File: src/rtl/bp_dir_pkg.sv
package bp_dir_pkg;

    typedef enum logic [1:0] {
        CTR_STRONG_NT = 2'd0,
        CTR_WEAK_NT   = 2'd1,
        CTR_WEAK_T    = 2'd2,
        CTR_STRONG_T  = 2'd3
    } ctr_e;

    localparam ctr_e CTR_RESET = CTR_WEAK_NT;

    // one training step toward the resolved direction, clamped at both ends
    function automatic ctr_e ctr_train(input ctr_e cur, input logic taken);
        ctr_e nxt;
        nxt = cur;
        unique case (cur)
            CTR_STRONG_NT: nxt = taken ? CTR_WEAK_NT  : CTR_STRONG_NT;
            CTR_WEAK_NT:   nxt = taken ? CTR_WEAK_T   : CTR_STRONG_NT;
            CTR_WEAK_T:    nxt = taken ? CTR_STRONG_T : CTR_WEAK_NT;
            CTR_STRONG_T:  nxt = taken ? CTR_STRONG_T : CTR_WEAK_T;
            default:       nxt = CTR_RESET;
        endcase
        return nxt;
    endfunction

    function automatic logic ctr_dir(input ctr_e cur);
        return (cur == CTR_WEAK_T) || (cur == CTR_STRONG_T);
    endfunction

endpackage

File: src/rtl/pc_index_hash.sv
module pc_index_hash #(
    parameter int PC_W         = 32,
    parameter int IDX_W        = 6,
    parameter bit BYTE_ALIGNED = 1'b0
) (
    input  logic [PC_W-1:0]  pc,
    output logic [IDX_W-1:0] idx
);

    localparam int SHIFT = BYTE_ALIGNED ? 0 : 2;
    localparam int TOP   = IDX_W + SHIFT;

    generate
        if (SHIFT > 0) begin : g_word
            // fixed-length code: bits [1:0] never vary, skip them
            assign idx = pc[TOP-1:SHIFT];
            logic unused_low;
            assign unused_low = ^pc[SHIFT-1:0];
        end else begin : g_byte
            assign idx = pc[IDX_W-1:0];
        end

        if (TOP < PC_W) begin : g_high
            logic unused_high;
            assign unused_high = ^pc[PC_W-1:TOP];
        end
    endgenerate

endmodule

File: src/rtl/sat_ctr_step.sv
module sat_ctr_step
    import bp_dir_pkg::*;
(
    input  ctr_e cur,
    input  logic taken,
    output ctr_e nxt,
    output logic dir
);

    always_comb begin
        nxt = ctr_train(cur, taken);
        dir = ctr_dir(cur);
    end

endmodule

File: src/rtl/ctr_bank.sv
module ctr_bank
    import bp_dir_pkg::*;
#(
    parameter int ENTRIES = 64,
    parameter int IDX_W   = $clog2(ENTRIES)
) (
    input  logic                    clk,
    input  logic                    rst_n,
    input  logic                    wr_en,
    input  logic [IDX_W-1:0]        wr_idx,
    input  logic                    wr_taken,
    input  logic [IDX_W-1:0]        rd_idx,
    output logic                    rd_dir,
    output logic [ENTRIES-1:0][1:0] ctr_all
);

    typedef struct packed {
        ctr_e [ENTRIES-1:0] ctr;
    } bank_t;

    bank_t bank_d, bank_q;
    ctr_e  wr_cur, wr_nxt, rd_cur;
    logic  unused_wr_dir;

    assign wr_cur = bank_q.ctr[wr_idx];
    assign rd_cur = bank_q.ctr[rd_idx];

    sat_ctr_step u_wr_step (
        .cur   (wr_cur),
        .taken (wr_taken),
        .nxt   (wr_nxt),
        .dir   (unused_wr_dir)
    );

    // the read sees bank_q, so a same-cycle write is not forwarded
    assign rd_dir = ctr_dir(rd_cur);

    always_comb begin
        bank_d = bank_q;
        if (wr_en) begin
            bank_d.ctr[wr_idx] = wr_nxt;
        end
    end

    always_ff @(posedge clk or negedge rst_n) begin
        if (!rst_n) begin
            bank_q <= {ENTRIES{CTR_RESET}};
        end else begin
            bank_q <= bank_d;
        end
    end

    generate
        for (genvar e = 0; e < ENTRIES; e++) begin : g_view
            assign ctr_all[e] = bank_q.ctr[e];
        end
    endgenerate

endmodule

File: src/rtl/dir_pred_table.sv
module dir_pred_table #(
    parameter int PC_W         = 32,
    parameter int ENTRIES      = 64,
    parameter bit BYTE_ALIGNED = 1'b0
) (
    input  logic            clk,
    input  logic            rst_n,
    input  logic [PC_W-1:0] pred_pc,
    output logic            pred_taken,
    input  logic            upd_valid,
    input  logic [PC_W-1:0] upd_pc,
    input  logic            upd_taken
);

    localparam int IDX_W = $clog2(ENTRIES);

    logic [IDX_W-1:0]        pred_idx;
    logic [IDX_W-1:0]        upd_idx;
    logic [ENTRIES-1:0][1:0] ctr_all;

    pc_index_hash #(
        .PC_W(PC_W), .IDX_W(IDX_W), .BYTE_ALIGNED(BYTE_ALIGNED)
    ) u_hash_rd (
        .pc  (pred_pc),
        .idx (pred_idx)
    );

    pc_index_hash #(
        .PC_W(PC_W), .IDX_W(IDX_W), .BYTE_ALIGNED(BYTE_ALIGNED)
    ) u_hash_wr (
        .pc  (upd_pc),
        .idx (upd_idx)
    );

    ctr_bank #(
        .ENTRIES(ENTRIES), .IDX_W(IDX_W)
    ) u_bank (
        .clk      (clk),
        .rst_n    (rst_n),
        .wr_en    (upd_valid),
        .wr_idx   (upd_idx),
        .wr_taken (upd_taken),
        .rd_idx   (pred_idx),
        .rd_dir   (pred_taken),
        .ctr_all  (ctr_all)
    );

endmodule

File: config.mk
export PLATFORM = sky130hd
export DESIGN_NAME = dir_pred_table
export DESIGN_NICKNAME = d
export VERILOG_FILES = /design/src/rtl/bp_dir_pkg.sv /design/src/rtl/pc_index_hash.sv /design/src/rtl/sat_ctr_step.sv /design/src/rtl/ctr_bank.sv /design/src/rtl/dir_pred_table.sv
export SDC_FILE = /design/constraint.sdc
export NUM_CORES = 1
export LEC_CHECK = 0
export ABC_AREA = 0
export BUFFER_PORTS_ARGS = -buffer_cell sky130_fd_sc_hd__buf_2
export CAP_MARGIN = 20
export CORE_MARGIN = 2
export CORE_UTILIZATION = 35
export CTS_CLUSTER_DIAMETER = 200
export CTS_CLUSTER_SIZE = 8
export DETAILED_ROUTE_END_ITERATION = 8
export PLACE_DENSITY = 0.55
export SYNTH_ARGS = -nofsm -noshare
export SYNTH_HDL_FRONTEND = slang
export SYNTH_SLANG_ARGS = --single-unit
File: constraint.sdc
create_clock -name clk -period 5.7 [get_ports clk]
set_input_delay 0 -clock clk [delete_from_list [all_inputs] [get_ports clk]]
set_output_delay 0 -clock clk [all_outputs]
set_load 0.03 [all_outputs]
==> run summary <==
Status: finished, final reports clean
WHS: 0.124 ns
Total power: 2.82 mW
Critical Path Source: upd_pc[2]
Footprint of the multi-input gates: 3240 um^2
Synth unique cells: 45
Post-layout nets: 675
Reg-to-Reg Start: u_bank.ctr_all[78]
Grt met1 use: 28.2%
Die area: 20300 um^2
Cell Chain, Critical Path: buf_2, buf_4, mux4_2, mux2i_1, o22ai_1, nor4_1, and4_1, maj3_2, buf_4, a21oi_1
Die X: 142 um
TNS Setup: 0 ns
First-pass GRT wire length: 30.7 mm
Most frequent CP cell: buf_4
CP delay by family, top: buffers and inverters
Post-CTS Setup Bufs: 0
CP Capture Type: register
R2R Path End: u_bank.ctr_all[51]
Vias in the first global route: 5095
Register area share after synthesis: 48.9%
Syn nets: 665
CTS Sinks: 128
Setup violations, final: 0
Filler cells: 1809
Vias per inst: 5.84
Ports: 69
Synth async-reset ratio: 100%
Final GP Congestion: 0.901
Pwr dens: 368 nW/um^2
Worst-margin pin slew: 1.02 ns
Num rows: 50
Clk_lat worst skew: 0.43 ns
Fin crit share: 60.9%
DR iter-0 viols: 490
Worst path bufs/invs: 3
DR vias: 4984
Final Cell Area: 7650 um^2
Initial antenna violation count: 0
Most frequent cells in the layout: 76 x nand2_1, 74 x nor2_1, 74 x mux2_2
Max-slew violations: 0
N_diodes: 0
GR Util met3: 5.65%
Worst Hold Class: input port to register
Pre-Repair DR Iteration Count: 5
Mapped Cells: 597
Hold Path Origin: upd_valid
Synth warn: 0
Crit-path slowest cell: maj3_2
Global routing usage on met2: 30.5%
Core ar.: 18800 um^2
Synth-to-Final Area Change: 14.0%
Grt ovf: 0
R2r setup slk: 2.42 ns
Post-synth EDFFs: 0
DRT Wirelength: 19.4 mm
Max-Cap Viols: 0
Worst hold endpoint: u_bank.ctr_all[121]
Post-DP HPWL: 12.9 mm
H-tree depth: 4
Mapped Area: 6710 um^2
Min Tclk post-route: 3.47 ns
Crit-path max FO: 46
CP Class: input port to register
RSZ-0062 raised after global routing: false
Grt peak-use layer: met2
TritonCTS clock tree: built
Critical Path RT: 6.00 ns
Slowest stage delay, CP: 0.89 ns
Worst Setup Start Kind: input port
# port buffers: 16
Largest register FFs: 128
Share of post-route cells with drive strength above 1: 38.2%
GR Util All Layers: 20.4%
CP arrival: 3.77 ns
Syn avg cell area: 11.2 um^2
CTS root buffer: clkbuf_16
Die span in y: 142 um
DRC viols: 0
Clock transition at path regs: 0.06 ns
Final Hold Viols: 0
Initial Util: 35.7%
Final worst slack: 2.23 ns
FF/Latch Area: 3280 um^2
Clock Skews: 0.00728 ns
Hold Path Stages: 4
Detail Route Antenna Nets: 0
TritonCTS Buffers: 17
Pleak: 2.99 nW
Setup WS pre-CTS: 1.86 ns
Maximum clock insertion buffer count: 2
Commonest non-fill, non-tap cell in the layout: nand2_1
Placed Area: 6970 um^2
Highest achievable clock rate: 288 MHz
Peak VDD IR: 235 uV
Ys flop type: dfstp_2
Largest net degree at the start of global routing: 80
Worst R2R Path Depth: 8
Relative slew margins: 32.1%
Synthesis-stage register bit count: 128
Routed WL per cell: 22.7 um
timing repair:
item                      4_1_cts  5_1_grt
gates resized for setup         0        0
hold buffers                    1        1
hold endpoints to repair       38        3
cell type report:
class                   count  area share (%)
flip-flops and latches    128            42.9
multi-input cells         429            42.4
clock buffers              19            5.79
well taps                 234            3.83
repair buffers             28            2.75
clock inverters            13            2.16
inverters                   3           0.147
worst reg2reg max path: stages (launching register included):
cell,delay [ns]
dfstp_2,0.37
mux4_2,0.47
mux2i_1,0.20
o22ai_1,0.16
nor4_1,0.22
and4_1,0.31
maj3_2,0.89
buf_4,0.42
a21oi_1,0.11
cell usage after synthesis (2+ instances only):
cell,number,area (um^2)
o21ai_0,7,35.0
a22oi_1,10,75.1
and4_1,2,17.5
o32ai_1,2,17.5
nor3b_1,2,15.0
inv_1,3,11.3
a221oi_1,18,158
nand2b_1,2,12.5
nand3b_1,2,15.0
and2_0,2,12.5
nor3_1,7,35.0
nand3_1,8,40.0
a211oi_1,2,15.0
clkbuf_1,10,37.5
o22ai_1,7,43.8
or3_1,2,12.5
and3_1,2,12.5
nor2_1,74,278
buf_2,18,90.1
maj3_2,2,22.5
mux4_2,32,721
mux2i_1,10,100
dfrtp_1,64,1600
buf_1,7,26.3
or2_2,4,25.0
o21ai_1,27,135
dfstp_2,64,1680
a31oi_1,2,12.5
nor2b_1,5,31.3
mux2_2,74,833
a21oi_1,36,180
or3b_2,2,17.5
nand2_1,76,285
power breakdown:
part,internal (mW),leakage [nW],switching [mW],total [mW]
combinational,0.223,1.20,0.254,0.476
clock,0.699,0.285,0.418,1.12
sequential,1.12,1.51,0.105,1.22
per-stage QoR:
step | cells | utilization, %
global route | 854 | 40.7
finish | 854 | 40.7
floorplan | 597 | -
detailed placement | 818 | 37.1
global placement | 816 | 37.1
CTS | 851 | 40.4
cells by family after synthesis:
kind of cell | Yosys count | share of synthesized area, %
flops | 128 | 48.9
buf+inv | 40 | 2.74
mux | 116 | 24.7
fa+ha+maj | 2 | 0.336
simple gates | 195 | 12.6
compound gates | 116 | 10.7
layer usage:
layer	routed length (um)	up-vias
li1	-	2222
met1	8160	2496
met2	8930	221
met3	1790	45
met4	476	0
met5	0	-
worst max path at each step:
stage | to | slack, ns | cells past startpoint
after floorplan | pred_taken | 3.18 | 5
after global placement | u_bank.ctr_all[61] | 1.89 | 10
after detailed placement | u_bank.ctr_all[51] | 1.86 | 10
after CTS | u_bank.ctr_all[67] | 2.30 | 10
after global routing | u_bank.ctr_all[79] | 2.04 | 10
final | u_bank.ctr_all[51] | 2.23 | 10
(Power assumes the default switching activity.)
